`config.mk`:
```
export PLATFORM = sky130hd
export DESIGN_NAME = load_seq
export DESIGN_NICKNAME = d
export VERILOG_FILES = /design/src/rtl/lseq_pkg.sv /design/src/rtl/lseq_ctrl.sv /design/src/rtl/lseq_bus.sv /design/src/rtl/load_seq.sv
export SDC_FILE = /design/constraint.sdc
export NUM_CORES = 1
export LEC_CHECK = 0
export BUFFER_PORTS_ARGS = -buffer_cell sky130_fd_sc_hd__buf_2
export CAP_MARGIN = 0
export CORE_ASPECT_RATIO = 1.1
export CORE_UTILIZATION = 48
export CTS_CLUSTER_DIAMETER = 120
export DETAILED_ROUTE_END_ITERATION = 16
export PLACE_DENSITY = 0.72
export SLEW_MARGIN = 20
export SYNTH_ARGS = -nofsm -noshare
export SYNTH_HDL_FRONTEND = slang
export SYNTH_SLANG_ARGS = --single-unit
```
`constraint.sdc`:
```
create_clock -name clk_i -period 3.1 [get_ports clk_i]
set_input_delay 0 -clock clk_i [delete_from_list [all_inputs] [get_ports clk_i]]
set_output_delay 0 -clock clk_i [all_outputs]
set_load 0.01 [all_outputs]
```
`src/rtl/lseq_pkg.sv`:
```
package lseq_pkg;
  typedef enum logic [2:0] {
    S_IDLE = 3'd0,
    S_C1   = 3'd1,
    S_C2   = 3'd2,
    S_C3   = 3'd3,
    S_C4   = 3'd4,
    S_C5   = 3'd5
  } lseq_state_e;
endpackage

```
`src/rtl/lseq_ctrl.sv`:
```
module lseq_ctrl
  import lseq_pkg::*;
#(
  parameter int XLEN = 32
) (
  input  logic            clk_i,
  input  logic            rst_ni,
  input  logic            start_i,
  input  logic [XLEN-1:0] pc_i,
  input  logic [XLEN-1:0] ea_i,
  input  logic            byte_i,
  input  logic            dest_pc_i,
  input  logic            wb_req_i,
  input  logic            abort_i,
  input  logic [XLEN-1:0] rdata_i,
  output lseq_state_e     state_o,
  output logic [XLEN-1:0] pc_q_o,
  output logic [XLEN-1:0] ea_q_o,
  output logic [XLEN-1:0] npc_q_o,
  output logic            byte_q_o,
  output logic            wb_q_o,
  output logic            aborted_q_o,
  output logic            refill_o
);
  localparam int BYTES = XLEN / 8;
  localparam int ALIGN = $clog2(BYTES);

  lseq_state_e state_q, state_d;
  logic        dest_q;
  logic        accept;

  assign refill_o = dest_q && !aborted_q_o;
  assign accept   = start_i && ((state_q == S_IDLE) ||
                                (state_q == S_C3 && !refill_o) ||
                                (state_q == S_C5));

  always_comb begin
    state_d = state_q;
    unique case (state_q)
      S_IDLE:  if (start_i) state_d = S_C1;
      S_C1:    state_d = S_C2;
      S_C2:    state_d = S_C3;
      S_C3:    state_d = refill_o ? S_C4 : (start_i ? S_C1 : S_IDLE);
      S_C4:    state_d = S_C5;
      S_C5:    state_d = start_i ? S_C1 : S_IDLE;
      default: state_d = S_IDLE;
    endcase
  end

  always_ff @(posedge clk_i or negedge rst_ni) begin
    if (!rst_ni) begin
      state_q     <= S_IDLE;
      pc_q_o      <= '0;
      ea_q_o      <= '0;
      npc_q_o     <= '0;
      byte_q_o    <= 1'b0;
      wb_q_o      <= 1'b0;
      dest_q      <= 1'b0;
      aborted_q_o <= 1'b0;
    end else begin
      state_q <= state_d;
      if (accept) begin
        pc_q_o      <= pc_i;
        ea_q_o      <= ea_i;
        byte_q_o    <= byte_i;
        wb_q_o      <= wb_req_i;
        dest_q      <= dest_pc_i;
        aborted_q_o <= 1'b0;
      end else if (state_q == S_C2) begin
        aborted_q_o <= abort_i;
        npc_q_o     <= {rdata_i[XLEN-1:ALIGN], {ALIGN{1'b0}}};
      end
    end
  end

  assign state_o = state_q;

  // refill only follows the transfer cycle
  a_r4_refill_after_c3: assert property (@(posedge clk_i) disable iff (!rst_ni)
    (state_q == S_C4) |-> ($past(state_q) == S_C3));

  // an abort in the data cycle stops the refill
  a_r7_abort_no_refill: assert property (@(posedge clk_i) disable iff (!rst_ni)
    (state_q == S_C2 && abort_i) |=> ##1 (state_q != S_C4));
endmodule

```
`src/rtl/lseq_bus.sv`:
```
module lseq_bus
  import lseq_pkg::*;
#(
  parameter int XLEN = 32
) (
  input  logic            clk_i,
  input  logic            rst_ni,
  input  lseq_state_e     state_i,
  input  logic [XLEN-1:0] pc_q_i,
  input  logic [XLEN-1:0] ea_q_i,
  input  logic [XLEN-1:0] npc_q_i,
  input  logic            byte_q_i,
  input  logic            wb_q_i,
  input  logic            aborted_q_i,
  input  logic            refill_i,
  input  logic            abort_i,
  input  logic            early_abort_i,
  output logic [XLEN-1:0] addr_o,
  output logic            mreq_no,
  output logic            seq_o,
  output logic            opc_no,
  output logic            rw_o,
  output logic            bw_o,
  output logic            base_we_o,
  output logic            dest_we_o,
  output logic            done_o
);
  localparam int BYTES   = XLEN / 8;
  localparam int PF_OFS  = 2 * BYTES;
  localparam int PF_NEXT = 3 * BYTES;

  always_comb begin
    addr_o    = '0;
    mreq_no   = 1'b1;
    seq_o     = 1'b0;
    opc_no    = 1'b1;
    rw_o      = 1'b0;
    bw_o      = 1'b1;
    base_we_o = 1'b0;
    dest_we_o = 1'b0;
    done_o    = 1'b0;
    unique case (state_i)
      S_C1: begin
        addr_o  = pc_q_i + XLEN'(PF_OFS);
        mreq_no = 1'b0;
        opc_no  = 1'b0;
      end
      S_C2: begin
        addr_o    = ea_q_i;
        bw_o      = !byte_q_i;
        base_we_o = wb_q_i && !(early_abort_i && abort_i);
      end
      S_C3: begin
        addr_o    = pc_q_i + XLEN'(PF_NEXT);
        mreq_no   = 1'b0;
        seq_o     = !refill_i;
        dest_we_o = !aborted_q_i;
        done_o    = !refill_i;
      end
      S_C4: begin
        addr_o  = npc_q_i;
        mreq_no = 1'b0;
        seq_o   = 1'b1;
        opc_no  = 1'b0;
      end
      S_C5: begin
        addr_o  = npc_q_i + XLEN'(BYTES);
        mreq_no = 1'b0;
        seq_o   = 1'b1;
        opc_no  = 1'b0;
        done_o  = 1'b1;
      end
      default: ;
    endcase
  end

  // write-back is a single-cycle pulse
  a_r6_wb_pulse: assert property (@(posedge clk_i) disable iff (!rst_ni)
    base_we_o |=> !base_we_o);

  // done lasts one cycle
  a_r9_done_pulse: assert property (@(posedge clk_i) disable iff (!rst_ni)
    done_o |=> !done_o);

  // destination write only after the data cycle
  a_r7_dest_after_data: assert property (@(posedge clk_i) disable iff (!rst_ni)
    dest_we_o |-> ($past(state_i) == S_C2));
endmodule

```
`src/rtl/load_seq.sv`:
```
module load_seq
  import lseq_pkg::*;
#(
  parameter int XLEN = 32
) (
  input  logic            clk_i,
  input  logic            rst_ni,
  input  logic            start_i,
  input  logic            early_abort_i,
  input  logic [XLEN-1:0] pc_i,
  input  logic [XLEN-1:0] ea_i,
  input  logic            byte_i,
  input  logic            dest_pc_i,
  input  logic            wb_req_i,
  input  logic            abort_i,
  input  logic [XLEN-1:0] rdata_i,
  output logic [XLEN-1:0] addr_o,
  output logic            mreq_no,
  output logic            seq_o,
  output logic            opc_no,
  output logic            rw_o,
  output logic            bw_o,
  output logic            base_we_o,
  output logic            dest_we_o,
  output logic            done_o
);
  lseq_state_e     state;
  logic [XLEN-1:0] pc_q, ea_q, npc_q;
  logic            byte_q, wb_q, aborted_q, refill;

  lseq_ctrl #(.XLEN(XLEN)) u_ctrl (
    .clk_i       (clk_i),
    .rst_ni      (rst_ni),
    .start_i     (start_i),
    .pc_i        (pc_i),
    .ea_i        (ea_i),
    .byte_i      (byte_i),
    .dest_pc_i   (dest_pc_i),
    .wb_req_i    (wb_req_i),
    .abort_i     (abort_i),
    .rdata_i     (rdata_i),
    .state_o     (state),
    .pc_q_o      (pc_q),
    .ea_q_o      (ea_q),
    .npc_q_o     (npc_q),
    .byte_q_o    (byte_q),
    .wb_q_o      (wb_q),
    .aborted_q_o (aborted_q),
    .refill_o    (refill)
  );

  lseq_bus #(.XLEN(XLEN)) u_bus (
    .clk_i         (clk_i),
    .rst_ni        (rst_ni),
    .state_i       (state),
    .pc_q_i        (pc_q),
    .ea_q_i        (ea_q),
    .npc_q_i       (npc_q),
    .byte_q_i      (byte_q),
    .wb_q_i        (wb_q),
    .aborted_q_i   (aborted_q),
    .refill_i      (refill),
    .abort_i       (abort_i),
    .early_abort_i (early_abort_i),
    .addr_o        (addr_o),
    .mreq_no       (mreq_no),
    .seq_o         (seq_o),
    .opc_no        (opc_no),
    .rw_o          (rw_o),
    .bw_o          (bw_o),
    .base_we_o     (base_we_o),
    .dest_we_o     (dest_we_o),
    .done_o        (done_o)
  );

  // no bus request in the cycle after a sequence ends without restart
  a_r1_quiet_after_done: assert property (@(posedge clk_i) disable iff (!rst_ni)
    (done_o && !start_i) |=> (mreq_no && opc_no && !dest_we_o));

  // the data cycle never requests memory for the following cycle
  a_r3_data_cycle_gap: assert property (@(posedge clk_i) disable iff (!rst_ni)
    base_we_o |-> mreq_no);
endmodule

```
==> results.md <==
- EDFF count, synth: 0
- Clock Tree Root: clkbuf_16
- Final Non-Filler Cells: 1017
- Wire per inst: 19.5 µm
- Seq/Total Area, Yosys: 40.5%
- Vias in the first global route: 5987
- Clock-pin slew on the worst setup and hold paths: 0.07 ns
- Worst VDD drop: 0.000655 V
- Starting DRC count in detailed routing: 434
- Avg Cell Area, Syn: 9.88 µm²
- Worst skew pair latency: 0.36 ns
- Seq cells post-synth: 101
- Ys async rst share: 100%
- Diodes inserted: 0
- Setup bufs post-CTS: 0
- Initial Util: 49.3%
- First-pass GRT wire length: 31500 µm
- DP Worst Slack: 0.622 ns
- Synthesis Warnings: 0
- Yosys top cell area share: 40.5%
- Hold_ws: 0.184 ns
- Fmax achieved: 0.349 GHz
- Most common cell after layout, fill and taps aside: buf_2
- CTS tree: done
- Syn Std Cell Area: 6240 µm²
- Final cycle utilization of the critical path: 92.4%
- Die height: 122 µm
- CP top delay family: compound AO/OA/AOI/OAI gates
- Final net count: 963
- Minimum clock period: 2.87 ns
- Largest net degree at the start of global routing: 58
- Residual DRC: 0
- Die Area: 13500 µm²
- Maxcap violations: 0
- WL final: 19800 µm
- Routed vias: 5994
- Antenna Nets Post-Route: 0
- Run status: finished clean
- Total CTS buffers: 9
- Synth area leaders: dfrtp_1 41%, mux2_2 17%, nand4_1 3.4%
- Startpoint types: flop
- Worst-path fanout max: 6
- H-tree levels: 3
- Clock sink total: 101
- Initial antenna violation count: 0
- Slew HR: 52.7%
- Arr. time, crit path: 2.87 ns
- PD cells: 998 nW/µm²
- Fraction of layout cells with a size suffix above 1: 32.1%
- Clock Path Buffers: 2
- Num ports: 144
- Leak: 3.58 nW
- Inst Count DP: 902
- Total GRT Usage: 30.2%
- Prevailing post-synth register cell: dfrtp_1
- CP bufs+invs: 3
- Synthesis-to-layout area growth: 34.8%
- DIE WIDTH: 111 µm
- Post-synth net total: 739
- Setup TNS: 0 ns
- Slew at the pin with the worst max-slew slack: 0.703 ns
- Cell count after synthesis: 631
- Crit end category: output pin
- Placer congestion estimate: 0.927
- HPWL after detailed placement: 13700 µm
- Max Transition Viols Final: 0
- Vias/cell: 5.89
- Max incr delay on CP: 0.56 ns
- RSZ-0062 raised after global routing: false
- Gr ovfl total: 0
- Synth cell types: 59
- Layout Skew: 0.00607 ns
- Final worst slack: 0.235 ns
- WS Path Type: flop to output pin
- Hold crit path type: input port to async pin
- Drt first pass iters: 5
- Core Rows: 43
- Crit-path cells: inv_1, ha_1, nand2b_1, a2111oi_0, buf_4, nand4_1, xnor2_1, a221o_1, buf_2
- Commonest non-fill, non-tap cells in the layout: 139 x buf_2, 101 x dfrtp_1, 99 x dlygate4sd3_1, 92 x mux2_2, 47 x nand2_1
- Core Area: 12600 µm²
- Largest area contributor in the netlist: dfrtp_1
- PortBufs: 140
- Final setup fails: 0
- Critical Path RT: 3.10 ns
- Final hold violation count: 0
- Slowest cell on crit path: a2111oi_0
==> repair_timing <==
action                    CTS  global route
hold buffers               99             0
gates resized for setup     0             0
hold endpoints to repair  142             0
==> where the power goes <==
group | total (mW) | internal (mW) | switching (mW)
clock | 1.17 | 0.650 | 0.518
combinational | 4.23 | 2.06 | 2.17
sequential | 3.00 | 2.00 | 0.994
total | 8.40 | 4.71 | 3.69
==> layer usage <==
layer / wire length [µm] / up-vias / track usage, %
met2: 9810 / 225 / 52.4
li1: - / 2808 / -
met3: 1270 / 35 / 6.92
met5: 0 / - / 0
met4: 560 / 0 / 11.3
met1: 8140 / 2926 / 36.8
==> synth_stat cells, types with 13 or more instances <==
cell / n
dfrtp_1: 101
mux2_2: 92
nand2_1: 47
nand4_1: 34
nor2_1: 34
o21ai_0: 32
clkbuf_1: 24
a22oi_1: 20
xnor2_1: 20
nor4_1: 18
xor2_1: 17
nand3_1: 15
buf_2: 13
inv_1: 13
==> worst reg2reg max path, delay by kind of cell (launching register included) <==
kind / cells / cell delay, ns
buf+inv: 1 / 0.28
compound gates: 2 / 0.51
flops: 1 / 0.70
simple gates: 1 / 0.46
mux: 1 / 0.37
==> cell type report <==
type                            instances  area, µm²
Tap cell                              157        196
Clock buffer                           11        243
Multi-Input combinational cell        472       3470
Fill cell                            1000       4230
Sequential cell                       101       2530
Timing Repair Buffer                  258       1860
Clock inverter                          5       60.1
Inverter                               13       48.8
==> registers in the layout, summed over array words and instances, names as in the netlist <==
register,cells
u_ctrl.pc_q_o,32
u_ctrl.state_o,3
u_ctrl.ea_q_o,32
u_ctrl.wb_q_o,1
u_ctrl.dest_q,1
u_ctrl.aborted_q_o,1
u_ctrl.byte_q_o,1
u_ctrl.npc_q_o,30
==> kinds of logic after synthesis <==
logic type	Yosys count	synth area share, %
multiplexers	99	17.7
buffers and inverters	58	3.91
other	1	0.0601
flip-flops	101	40.5
AO/OA/AOI/OAI	118	13.0
AND/OR/NAND/NOR	213	18.7
adder cells (fa/ha/maj)	4	0.802
XOR/XNOR	37	5.20
==> path summary, 6_finish.rpt <==
kind	to	cells after the start	from	slack, ns
max	addr_o[22]	9	u_ctrl.pc_q_o[3]$_DFFE_PN0P_	0.23
min	u_ctrl.npc_q_o[21]$_DFFE_PN0P_	2	rst_ni	0.18
max reg2reg	u_ctrl.ea_q_o[25]$_DFFE_PN0P_	5	u_ctrl.state_o[1]$_DFFE_PN0P_	0.67
min reg2reg	u_ctrl.ea_q_o[11]$_DFFE_PN0P_	1	u_ctrl.ea_q_o[11]$_DFFE_PN0P_	0.51
max in group asynchronous	u_ctrl.state_o[1]$_DFFE_PN0P_	3	rst_ni	2.22
min in group clk_i	u_ctrl.state_o[0]$_DFFE_PN0P_	4	start_i	0.36
==> metrics by stage <==
step | power (mW) | utilization, % | cell area, µm²
3_5_place_dp | 7.08 | 56.3 | 7120
2_1_floorplan | 5.59 | - | 6240
5_1_grt | 8.95 | 66.5 | 8410
4_1_cts | 8.37 | 66.5 | 8410
3_3_place_gp | 6.95 | 56.3 | 7120
6_report | 8.40 | 66.5 | 8410
(Power assumes the default switching activity.)
